===== src/rtl/pwm10_pkg.sv =====
package pwm10_pkg;

    typedef enum logic [1:0] {
        SEL_PERIOD  = 2'd0,
        SEL_DUTY_HI = 2'd1,
        SEL_DUTY_LO = 2'd2,
        SEL_CTRL    = 2'd3
    } reg_sel_e;

endpackage


===== src/rtl/pwm10_regs.sv =====
module pwm10_regs #(
    parameter int TMR_W  = 8,
    parameter int FINE_W = 2
) (
    input  logic                      clk,
    input  logic                      rst_n,
    input  logic                      wr_en,
    input  logic [1:0]                wr_addr,
    input  logic [TMR_W-1:0]          wr_data,
    output logic [TMR_W-1:0]          period_o,
    output logic [TMR_W+FINE_W-1:0]   duty_o,
    output logic                      run_o
);
    import pwm10_pkg::*;

    typedef struct packed {
        logic [TMR_W-1:0]  period;
        logic [TMR_W-1:0]  duty_hi;
        logic [FINE_W-1:0] duty_lo;
        logic              en;
    } regs_t;

    regs_t r_d, r_q;

    always_comb begin
        r_d = r_q;
        if (wr_en) begin
            case (reg_sel_e'(wr_addr))
                SEL_PERIOD:  r_d.period  = wr_data;
                SEL_DUTY_HI: r_d.duty_hi = wr_data;
                SEL_DUTY_LO: r_d.duty_lo = wr_data[FINE_W-1:0];
                SEL_CTRL:    r_d.en      = wr_data[0];
                default:     r_d         = r_q;
            endcase
        end
    end

    always_ff @(posedge clk or negedge rst_n) begin
        if (!rst_n) begin
            r_q <= '0;
        end else begin
            r_q <= r_d;
        end
    end

    assign period_o = r_q.period;
    assign duty_o   = {r_q.duty_hi, r_q.duty_lo};
    assign run_o    = r_q.en;

endmodule


===== src/rtl/pwm10_timebase.sv =====
module pwm10_timebase #(
    parameter int TMR_W  = 8,
    parameter int FINE_W = 2
) (
    input  logic                      clk,
    input  logic                      rst_n,
    input  logic                      run_i,
    input  logic                      tick_i,
    input  logic [TMR_W-1:0]          period_i,
    output logic [TMR_W+FINE_W-1:0]   cnt_o,
    output logic [TMR_W+FINE_W-1:0]   cnt_next_o,
    output logic                      period_end_o
);
    localparam int DUTY_W = TMR_W + FINE_W;

    logic [DUTY_W-1:0] cnt_d, cnt_q;
    logic              coarse_hit;
    logic              fine_top;

    always_comb begin
        coarse_hit   = (cnt_q[DUTY_W-1:FINE_W] == period_i);
        fine_top     = &cnt_q[FINE_W-1:0];
        period_end_o = run_i && tick_i && coarse_hit && fine_top;
        cnt_d        = cnt_q;
        if (!run_i) begin
            cnt_d = '0;
        end else if (tick_i) begin
            if (period_end_o) begin
                cnt_d = '0;
            end else begin
                cnt_d = cnt_q + 1'b1;
            end
        end
    end

    always_ff @(posedge clk or negedge rst_n) begin
        if (!rst_n) begin
            cnt_q <= '0;
        end else begin
            cnt_q <= cnt_d;
        end
    end

    assign cnt_o      = cnt_q;
    assign cnt_next_o = cnt_d;

    // one step per enabled tick inside a period
    a_r2_count_step: assert property (@(posedge clk) disable iff (!rst_n)
        (run_i && tick_i && !period_end_o) |=> (cnt_q == DUTY_W'($past(cnt_q) + 1'b1)));

    // no tick, no movement
    a_r2_hold_no_tick: assert property (@(posedge clk) disable iff (!rst_n)
        (run_i && !tick_i) |=> $stable(cnt_q));

    // disabled time base sits at zero
    a_r8_idle_zero: assert property (@(posedge clk) disable iff (!rst_n)
        !run_i |=> (cnt_q == '0));

endmodule


===== src/rtl/pwm10_duty_out.sv =====
module pwm10_duty_out #(
    parameter int TMR_W  = 8,
    parameter int FINE_W = 2
) (
    input  logic                      clk,
    input  logic                      rst_n,
    input  logic                      run_i,
    input  logic                      tick_i,
    input  logic                      period_end_i,
    input  logic [TMR_W+FINE_W-1:0]   duty_i,
    input  logic [TMR_W+FINE_W-1:0]   cnt_next_i,
    output logic                      out_o
);
    localparam int DUTY_W = TMR_W + FINE_W;

    typedef struct packed {
        logic [DUTY_W-1:0] slave;
        logic              out;
    } dstate_t;

    dstate_t s_d, s_q;

    always_comb begin
        s_d = s_q;
        if (!run_i) begin
            s_d = '0;
        end else if (period_end_i) begin
            s_d.slave = duty_i;
            s_d.out   = (duty_i != '0);
        end else if (tick_i && (cnt_next_i == s_q.slave)) begin
            s_d.out = 1'b0;
        end
    end

    always_ff @(posedge clk or negedge rst_n) begin
        if (!rst_n) begin
            s_q <= '0;
        end else begin
            s_q <= s_d;
        end
    end

    assign out_o = s_q.out;

    // slave copy only changes at a period start
    a_r4_slave_hold: assert property (@(posedge clk) disable iff (!rst_n)
        (run_i && !period_end_i) |=> $stable(s_q.slave));

    // output rises only at a period start
    a_r3_rise_at_boundary: assert property (@(posedge clk) disable iff (!rst_n)
        $rose(s_q.out) |-> $past(period_end_i));

    // zero duty never raises the output
    a_r6_zero_low: assert property (@(posedge clk) disable iff (!rst_n)
        (period_end_i && (duty_i == '0)) |=> !s_q.out);

    // disabled output is low
    a_r8_out_off: assert property (@(posedge clk) disable iff (!rst_n)
        !run_i |=> !s_q.out);

endmodule


===== src/rtl/pwm10_gen.sv =====
module pwm10_gen #(
    parameter int TMR_W  = 8,
    parameter int FINE_W = 2
) (
    input  logic             clk,
    input  logic             rst_n,
    input  logic             clk_en,
    input  logic             wr_en,
    input  logic [1:0]       wr_addr,
    input  logic [TMR_W-1:0] wr_data,
    output logic             pwm_o
);
    localparam int DUTY_W = TMR_W + FINE_W;

    logic [TMR_W-1:0]  period;
    logic [DUTY_W-1:0] duty_master;
    logic              run;
    logic [DUTY_W-1:0] cnt;
    logic [DUTY_W-1:0] cnt_next;
    logic              period_end;

    pwm10_regs #(.TMR_W(TMR_W), .FINE_W(FINE_W)) regs_i (
        .clk      (clk),
        .rst_n    (rst_n),
        .wr_en    (wr_en),
        .wr_addr  (wr_addr),
        .wr_data  (wr_data),
        .period_o (period),
        .duty_o   (duty_master),
        .run_o    (run)
    );

    pwm10_timebase #(.TMR_W(TMR_W), .FINE_W(FINE_W)) tb_i (
        .clk          (clk),
        .rst_n        (rst_n),
        .run_i        (run),
        .tick_i       (clk_en),
        .period_i     (period),
        .cnt_o        (cnt),
        .cnt_next_o   (cnt_next),
        .period_end_o (period_end)
    );

    pwm10_duty_out #(.TMR_W(TMR_W), .FINE_W(FINE_W)) out_i (
        .clk          (clk),
        .rst_n        (rst_n),
        .run_i        (run),
        .tick_i       (clk_en),
        .period_end_i (period_end),
        .duty_i       (duty_master),
        .cnt_next_i   (cnt_next),
        .out_o        (pwm_o)
    );

    // output low while disabled (checked at the top level)
    a_r1_low_when_off: assert property (@(posedge clk) disable iff (!rst_n)
        (!run && !$past(run)) |-> !pwm_o);

endmodule


===== config.mk =====
export PLATFORM = sky130hd
export DESIGN_NAME = pwm10_gen
export DESIGN_NICKNAME = d
export VERILOG_FILES = /design/src/rtl/pwm10_pkg.sv /design/src/rtl/pwm10_regs.sv /design/src/rtl/pwm10_timebase.sv /design/src/rtl/pwm10_duty_out.sv /design/src/rtl/pwm10_gen.sv
export SDC_FILE = /design/constraint.sdc
export NUM_CORES = 1
export LEC_CHECK = 0
export BUFFER_PORTS_ARGS = -buffer_cell sky130_fd_sc_hd__buf_2
export CAP_MARGIN = 10
export CORE_MARGIN = 2
export CORE_UTILIZATION = 31
export DETAILED_ROUTE_END_ITERATION = 10
export PLACE_DENSITY_LB_ADDON = 0.1
export REMOVE_ABC_BUFFERS = 1
export SLEW_MARGIN = 10
export SYNTH_ARGS = -nofsm -noshare
export SYNTH_HDL_FRONTEND = slang
export SYNTH_SLANG_ARGS = --single-unit

===== constraint.sdc =====
create_clock -name clk -period 2 [get_ports clk]
set_input_delay 0.3 -clock clk [delete_from_list [all_inputs] [get_ports clk]]
set_output_delay 0.3 -clock clk [all_outputs]
set_load 0.03 [all_outputs]

==> flow_metrics.env, run 1 <==
export IMPL_run_status="finished clean"
export IMPL_setup_viol=0
export IMPL_htreeDepth=2
export IMPL_area_growth_pct=19.3
export IMPL_track_usage_pct=14.1
export IMPL_cts_made_buffers=5
export IMPL_start_util_pct=32.2
export IMPL_synth_edf_count=0
export IMPL_layout_cells_most_common="dfrtp_1"
export IMPL_route_met2_wl_mm=2.37
export IMPL_avgSynthCellArea_um2=11.0
export IMPL_async_flop_share_pct=100
export IMPL_crit_required_ns=2.20
export IMPL_yosys_warnings=0
export IMPL_gp_congestion=0.773
export IMPL_power_density_nw_per_um2=753
export IMPL_cts_tree="done"
export IMPL_antenna_found_initial=0
export IMPL_p_leak_uw=0.000986
export IMPL_ios=15
export IMPL_max_slew_worst_pin_slew_ns=0.470
export IMPL_routedWlPerCell_um=16.3
export IMPL_synth_area_um2=2060
export IMPL_drive_above_1_share_pct=30.9
export IMPL_die_h_um=85.5
export IMPL_critPathKind="reg -> reg"
export IMPL_arrival_ns=2.17
export IMPL_clockBufferDepth=2
export IMPL_slew_viol_final=0
export IMPL_postLayoutCellArea_um2=2450
export IMPL_synth_distinct_cells=39
export IMPL_wl_mm=4.79
export IMPL_highest_layer="met4"
export IMPL_path_cells="ha_4 > nand2_2 > a211o_1 > or4_1 > o21ai_1 > nor4_2 > o32ai_1"
export IMPL_dr_wl_met3_um=165
export IMPL_place_port_buffers=14
export IMPL_dpl_instance_area_um2=2300
export IMPL_max_cap_viol_count=0
export IMPL_hold_viol_final=0
export IMPL_synth_seq_cells=40
export IMPL_vdd_drop_max_uv=302
export IMPL_syn_inst=187
export IMPL_grt_pass1_wl_mm=7.92
export IMPL_final_nets=231
export IMPL_drt_pass1_iter_count=4
export IMPL_rsz0062_at_grt="true"
export IMPL_most_common_layout_cells="dfrtp_1 (39), nor2_1 (24), mux2_2 (19), xnor2_1 (14), buf_2 (14)"
export IMPL_antenna_left=0
export IMPL_worstPathMaxFanout=5
export IMPL_grt_pass1_vias=1628
export IMPL_drc=0
export IMPL_clock_sinks=40
export IMPL_ys_seq_area_share_pct=48.7
export IMPL_cts_setup_buffers=0
export IMPL_crit_path_max_incr_delay_ns=0.54
export IMPL_n_fill_cell=632
export IMPL_grt_max_degree=23
export IMPL_min_period_over_period_pct=98.5
export IMPL_place_hpwl_mm=3.72
export IMPL_skew_ns=0.00535
export IMPL_cts_root_buf="clkbuf_8"
export IMPL_die_w_um=85.5
export IMPL_finalCriticalPeriod_ns=1.97
export IMPL_hold_class="in -> reg"
export IMPL_via_count=1540
export IMPL_critPathLaunchType="flop"
export IMPL_maxSlewHeadroom_pct=68.7
export IMPL_crit_path_end_kind="flop"
export IMPL_clk_pin_slew_worst_paths_ns=0.08
export IMPL_coreArea_um2=6390
export IMPL_wl_met1_mm=2.18
export IMPL_timing_hold_ws_ns=0.246
export IMPL_overflow=0
export IMPL_num_antenna_cells=0
export IMPL_dieArea_um2=7300
export IMPL_synthFlopType="dfrtp_1"
export IMPL_slowest_stage="or4_1"
export IMPL_num_rows=29
export IMPL_max_freq_mhz=508
export IMPL_vias_per_cell=5.24
export IMPL_drt_initial_drc_count=85
export IMPL_clk_latency_ns=0.29
==> layer usage <==
layer	vias to the layer above	track usage [%]
met5	-	0
met4	0	4.62
met3	7	3.21
met2	34	23.7
met1	773	17.9
li1	726	-
==> worst paths after layout <==
path / from / endpoint / slack, ns / cells after the start
min: wr_data[4] / regs_i.duty_o[6] / 0.25 / 2
min in group asynchronous: rst_n / tb_i.cnt_o[2] / 0.49 / 2
max reg2reg: tb_i.cnt_o[0] / out_i.out_o / 0.03 / 7
min reg2reg: regs_i.period_o[7] / regs_i.period_o[7] / 0.53 / 1
max in group asynchronous: rst_n / regs_i.duty_o[6] / 1.04 / 3
max: tb_i.cnt_o[0] / out_i.out_o / 0.03 / 7
==> cell type report <==
cell class / count / area, um2 / area share, %
multi-input cells: 134 / 1040 / 42.3
inverters: 6 / 22.5 / 0.917
flip-flops and latches: 40 / 1000 / 40.8
well taps: 77 / 96.3 / 3.92
repair buffers: 29 / 198 / 8.05
clock buffers: 6 / 82.6 / 3.36
clock inverters: 2 / 15.0 / 0.612
==> per-stage QoR <==
| stage | cells | util, % | setup slack, ns | total power, uW | setup TNS [ns] |
|---|---|---|---|---|---|
| global placement | 285 | 36.1 | -0.00250 | 1270 | -0.00250 |
| detailed placement | 285 | 36.1 | -0.0441 | 1280 | -0.296 |
| floorplan | 180 | - | -0.671 | 1140 | -5.77 |
| CTS | 294 | 38.0 | 0.0332 | 1860 | 0 |
| finish | 294 | 38.4 | 0.0302 | 1850 | 0 |
| global route | 294 | 38.4 | -0.0796 | 1940 | -0.243 |
==> sequential cells by signal (all words and copies together) (netlist names) <==
register         cells
regs_i.period_o      8
regs_i.run_o         1
out_i.s_q           10
out_i.out_o          1
tb_i.cnt_o          10
regs_i.duty_o       10
==> what timing repair did <==
| action | in CTS | in global routing |
|---|---|---|
| pin swaps | 0 | 1 |
| hold buffers | 1 | 0 |
| setup endpoints to repair | 9 | 10 |
| gates resized for setup | 2 | 6 |
| hold endpoints to repair | 18 | 0 |
==> power by group <==
group / switching [uW] / internal (uW) / leakage [uW]
Sequential: 77.3 / 890 / 0.000515
Combinational: 145 / 163 / 0.000428
Clock: 295 / 279 / 0.0000434
Total: 517 / 1330 / 0.000986
==> cells in the mapped netlist (2+ instances only) <==
| cell | n | area, um2 |
|---|---|---|
| dfrtp_1 | 40 | 1000 |
| nor2_1 | 24 | 90.1 |
| mux2_2 | 19 | 214 |
| xnor2_1 | 15 | 131 |
| mux2i_1 | 11 | 110 |
| xor2_1 | 7 | 61.3 |
| nand3_1 | 6 | 30.0 |
| nand4_1 | 6 | 37.5 |
| inv_1 | 5 | 18.8 |
| a21oi_1 | 4 | 20.0 |
| nor4_1 | 4 | 25.0 |
| o21ai_0 | 4 | 20.0 |
| buf_2 | 3 | 15.0 |
| nand2b_1 | 3 | 18.8 |
| a211o_1 | 2 | 17.5 |
| and2_1 | 2 | 12.5 |
| and3_1 | 2 | 12.5 |
| and4_1 | 2 | 17.5 |
| buf_4 | 2 | 15.0 |
| clkbuf_1 | 2 | 7.51 |
| nand2_1 | 2 | 7.51 |
| nand3b_1 | 2 | 15.0 |
| nor3_1 | 2 | 10.0 |
| o211ai_1 | 2 | 15.0 |
| or3_1 | 2 | 12.5 |
==> critical path: cells and delay by family (launching register included) <==
kind	cells	cell delay (ns)
adders and majority gates	1	0.18
and+or+nand+nor	3	0.68
DFF	1	0.40
AOI/OAI and AO/OA	3	0.60
==> kinds of logic after synthesis <==
| kind of cell | Yosys count | synth area share (%) |
|---|---|---|
| compound gates | 19 | 6.27 |
| simple gates | 62 | 16.4 |
| fa+ha+maj | 1 | 0.608 |
| buf+inv | 13 | 2.92 |
| xor+xnor | 22 | 9.37 |
| flops | 40 | 48.7 |
| mux | 30 | 15.8 |
No activity file was read; power rests on OpenSTA's default activity.
==> run 2: changes to the inputs <==
- CORE_MARGIN: 2 -> 3
- SLEW_MARGIN: 10 -> 15
==> flow_metrics.env, run 2 (same netlist as run 1, synthesis figures left out) <==
export IMPL_skew_ns=0.00768
export IMPL_grt_pass1_vias=1585
export IMPL_max_slew_worst_pin_slew_ns=0.474
export IMPL_path_cells="xor2_1 > a211o_1 > o31ai_1 > nor3_2 > nor4_2 > o32ai_1"
export IMPL_slowest_stage="dfrtp_1"
export IMPL_min_period_over_period_pct=95.5
export IMPL_crit_path_end_kind="flop"
export IMPL_ios=15
export IMPL_vias_per_cell=5.09
export IMPL_cp_buffers_inverters=0
export IMPL_start_util_pct=32.2
export IMPL_clk_latency_ns=0.29
export IMPL_drive_above_1_share_pct=35.0
export IMPL_slew_viol_final=0
export IMPL_finalCriticalPeriod_ns=1.91
export IMPL_place_hpwl_mm=3.74
export IMPL_grt_pass1_wl_mm=8.10
export IMPL_worstPathMaxFanout=3
export IMPL_area_growth_pct=21.8
export IMPL_crit_required_ns=2.17
export IMPL_hold_class="in -> reg"
export IMPL_drt_pass1_iter_count=4
export IMPL_antenna_left=0
export IMPL_cts_made_buffers=5
export IMPL_overflow=0
export IMPL_crit_path_max_incr_delay_ns=0.42
export IMPL_clockBufferDepth=2
export IMPL_cts_root_buf="clkbuf_8"
export IMPL_power_density_nw_per_um2=726
export IMPL_pre_cts_slack_ns=-0.0246
export IMPL_via_count=1513
export IMPL_drc=0
export IMPL_arrival_ns=2.08
export IMPL_max_cap_viol_count=0
export IMPL_run_status="finished clean"
export IMPL_clock_sinks=40
export IMPL_critPathKind="reg -> reg"
export IMPL_fin_ws_ns=0.0908
export IMPL_dieArea_um2=7650
export IMPL_final_nets=234
export IMPL_antenna_found_initial=0
export IMPL_max_freq_mhz=524
export IMPL_routedWlPerCell_um=16.2
export IMPL_critPathLaunchType="flop"
export IMPL_drt_initial_drc_count=84
export IMPL_p_leak_uw=0.00101
export IMPL_num_rows=29
export IMPL_track_usage_pct=14.0
export IMPL_die_w_um=87.5
export IMPL_place_port_buffers=14
export IMPL_gp_congestion=0.785
export IMPL_path_delay_family="compound AO/OA/AOI/OAI gates"
export IMPL_cts_tree="done"
export IMPL_p_total_uw=1820
export IMPL_clk_pin_slew_worst_paths_ns=0.08
export IMPL_hold_viol_final=0
export IMPL_layout_cells_most_common="dfrtp_1"
export IMPL_setup_viol=0
export IMPL_reg2reg_slack_ns=0.09
export IMPL_vdd_drop_max_uv=373
export IMPL_timing_setup_tns_ns=0
export IMPL_wl_mm=4.82
export IMPL_num_antenna_cells=0
export IMPL_n_fill_cell=621
export IMPL_die_h_um=87.5
export IMPL_most_common_layout_cells="dfrtp_1 (36), nor2_1 (24), mux2_2 (19), buf_4 (16), buf_2 (14)"
export IMPL_maxSlewHeadroom_pct=68.4
export IMPL_coreArea_um2=6390
export IMPL_htreeDepth=2
export IMPL_grt_max_degree=23
run 2: cell types whose count changed in the layout (fill, tap and decap cells not counted), moves of 2 or more:
cell     change
xnor2_1      -2
dfrtp_1      -3
xnor2_2      +2
dfrtp_2      +3
buf_4        +3
run 2: through the flow:
| stage | util (%) | std cells | hold WS (ns) | instance area, um2 |
|---|---|---|---|---|
| after floorplan | - | 180 | 0.00441 | 2020 |
| after global placement | 35.8 | 283 | 0.292 | 2290 |
| after detailed placement | 35.8 | 283 | 0.289 | 2290 |
| after CTS | 37.4 | 292 | 0.242 | 2390 |
| after global routing | 39.2 | 297 | 0.247 | 2510 |
| final | 39.2 | 297 | 0.256 | 2510 |
run 2: final timing paths:
check                                        start                 end  cells past startpoint
worst max-delay path            regs_i.period_o[6]         out_i.out_o                      6
worst min-delay path                    wr_data[7]  regs_i.period_o[7]                      2
worst max register to register  regs_i.period_o[6]         out_i.out_o                      6
worst min register to register  regs_i.period_o[7]  regs_i.period_o[7]                      1
max in group asynchronous                    rst_n        out_i.s_q[5]                      3
min in group asynchronous                    rst_n       tb_i.cnt_o[6]                      2
run 2: final cells by class:
class / count / area (um2) / share of cell area, %
clock inverter: 2 / 16.3 / 0.649
timing repair buffer: 32 / 220 / 8.79
sequential: 40 / 1010 / 40.1
inverter: 6 / 22.5 / 0.899
multi-input combinational: 134 / 1070 / 42.8
clock buffer: 6 / 72.6 / 2.90
tap: 77 / 96.3 / 3.84
run 2: timing repair:
| action | 4_1_cts | 5_1_grt |
|---|---|---|
| pin swaps | 0 | 6 |
| buffers inserted | 0 | 5 |
| resized for setup | 1 | 18 |
| endpoints found under the hold margin | 18 | 0 |
| hold buffers | 1 | 0 |
| endpoints found under the setup margin | 2 | 11 |
run 2: worst register-to-register path: cells and delay by family, from the launching register on:
family / cells / cell delay [ns]
AO/OA/AOI/OAI: 3 / 0.84
flip-flops: 1 / 0.42
XOR/XNOR: 1 / 0.18
AND/OR/NAND/NOR: 2 / 0.34
run 2: power breakdown:
group	switching, uW	total (uW)	internal, uW
combinational	146	314	168
sequential	79.7	970	890
clock	286	535	248
total	512	1820	1310
run 2: per-layer routing:
layer | GRT usage (%) | share of wire (%) | wire length, um
met3 | 3.22 | 2.7 | 132
met1 | 18.3 | 46 | 2240
met4 | 3.77 | 0.87 | 42
met5 | 0 | 0 | 0
met2 | 23.2 | 50 | 2400
==> run 3: changes to the inputs <==
- RECOVER_POWER: not set -> 100
==> flow_metrics.env, run 3 (same netlist as run 1, synthesis figures left out) <==
export IMPL_coreArea_um2=6390
export IMPL_die_h_um=87.5
export IMPL_clk_latency_ns=0.29
export IMPL_max_freq_mhz=523
export IMPL_place_hpwl_mm=3.74
export IMPL_antenna_left=0
export IMPL_vias_per_cell=5.06
export IMPL_area_growth_pct=21.1
export IMPL_regArea_um2=1010
export IMPL_place_port_buffers=14
export IMPL_layout_cells_most_common="dfrtp_1"
export IMPL_slew_viol_final=0
export IMPL_power_density_nw_per_um2=728
export IMPL_finish_utilization_pct=39.0
export IMPL_critPathLaunchType="flop"
export IMPL_max_slew_worst_pin_slew_ns=1.16
export IMPL_most_common_layout_cells="dfrtp_1 (36), nor2_1 (24), mux2_2 (19), buf_4 (14), xnor2_1 (12)"
export IMPL_run_status="finished clean"
export IMPL_vdd_drop_max_uv=373
export IMPL_clk_pin_slew_worst_paths_ns=0.08
export IMPL_grt_pass1_vias=1585
export IMPL_pre_cts_slack_ns=-0.0246
export IMPL_crit_required_ns=2.19
export IMPL_track_usage_pct=14.0
export IMPL_hold_viol_final=0
export IMPL_grt_pass1_wl_mm=8.10
export IMPL_hold_class="in -> reg"
export IMPL_p_leak_uw=0.000994
export IMPL_die_w_um=87.5
export IMPL_min_period_over_period_pct=95.6
export IMPL_postLayoutCellArea_um2=2490
export IMPL_drc=0
export IMPL_skew_ns=0.00810
export IMPL_htreeDepth=2
export IMPL_dieArea_um2=7650
export IMPL_final_nets=234
export IMPL_wl_mm=4.82
export IMPL_ios=15
export IMPL_multi_input_area_um2=1070
export IMPL_start_util_pct=32.2
export IMPL_cts_tree="done"
export IMPL_crit_path_end_kind="flop"
export IMPL_overflow=0
export IMPL_cts_made_buffers=5
export IMPL_critPathKind="reg -> reg"
export IMPL_clockBufferDepth=2
export IMPL_fin_ws_ns=0.0883
export IMPL_drive_above_1_share_pct=32.7
export IMPL_arrival_ns=2.10
export IMPL_drt_initial_drc_count=103
export IMPL_max_cap_viol_count=0
export IMPL_num_antenna_cells=0
export IMPL_gp_congestion=0.785
export IMPL_maxSlewHeadroom_pct=22.7
export IMPL_drt_pass1_iter_count=4
export IMPL_finalCriticalPeriod_ns=1.91
export IMPL_cts_root_buf="clkbuf_8"
export IMPL_routedWlPerCell_um=16.2
export IMPL_via_count=1503
export IMPL_setup_viol=0
export IMPL_antenna_found_initial=0
export IMPL_grt_max_degree=23
export IMPL_num_rows=29
export IMPL_dpl_instance_area_um2=2290
export IMPL_clock_sinks=40
export IMPL_worstPathMaxFanout=3
export IMPL_n_fill_cell=625
==> run 3: cell types whose count changed in the layout (fill, tap and decap cells not counted) <==
cell,change
nor3b_2,-1
clkbuf_1,+4
nor3b_1,+1
clkbuf_2,+1
buf_4,-2
buf_2,-3
==> run 3: power breakdown <==
part / internal, uW / total [uW] / switching, uW
Sequential: 890 / 970 / 79.9
Clock: 248 / 535 / 287
Combinational: 165 / 309 / 145
Total: 1300 / 1810 / 511
==> run 3: worst max-delay path, cell delays in order (launching register included) <==
cell and delay (ns):
dfrtp_1 0.42, xor2_1 0.18, a211o_1 0.31, or4_4 0.49
o21ai_2 0.08, nor4_2 0.06, o32ai_1 0.27
==> run 3: area by class of cell <==
| class | instances | area share [%] |
|---|---|---|
| clock inverters | 2 | 0.653 |
| repair buffers | 32 | 8.44 |
| inverters | 6 | 0.904 |
| clock buffers | 6 | 2.91 |
| well taps | 77 | 3.87 |
| flip-flops and latches | 40 | 40.4 |
| multi-input cells | 134 | 42.8 |
==> run 3: routing by layer <==
metal  GRT usage (%)  vias up  share of wire, %
met5               0        -                 0
met4            3.77        0              0.87
met3            3.22        5               3.3
met2            23.2       31                50
met1            18.3      734                46
li1                -      733                 -
==> run 3: stage by stage <==
step                hold slack [ns]  power [uW]  std cells  setup TNS [ns]
floorplan                   0.00441        1140        180           -5.77
global placement              0.292        1270        283         -0.0137
detailed placement            0.289        1280        283         -0.0399
CTS                           0.242        1820        292               0
global route                  0.247        1920        297         -0.0120
finish                        0.255        1810        297               0
==> run 3: what timing repair did <==
item,4_1_cts,5_1_grt
resized for setup,1,18
hold buffers,1,0
pin swaps,0,6
hold endpoints to repair,18,0
buffers inserted,0,5
endpoints found under the setup margin,2,11
==> run 3: path summary, 6_finish.rpt <==
check                                         from                 end  slack [ns]  depth (start not counted)
worst max-delay path            regs_i.period_o[6]         out_i.out_o        0.09                          6
worst max register to register  regs_i.period_o[6]         out_i.out_o        0.09                          6
worst min register to register  regs_i.period_o[7]  regs_i.period_o[7]        0.53                          1
worst min-delay path                    wr_data[6]    regs_i.duty_o[8]        0.25                          2
min in group asynchronous                    rst_n       tb_i.cnt_o[6]        0.76                          2
max in group asynchronous                    rst_n       tb_i.cnt_o[4]        0.47                          2
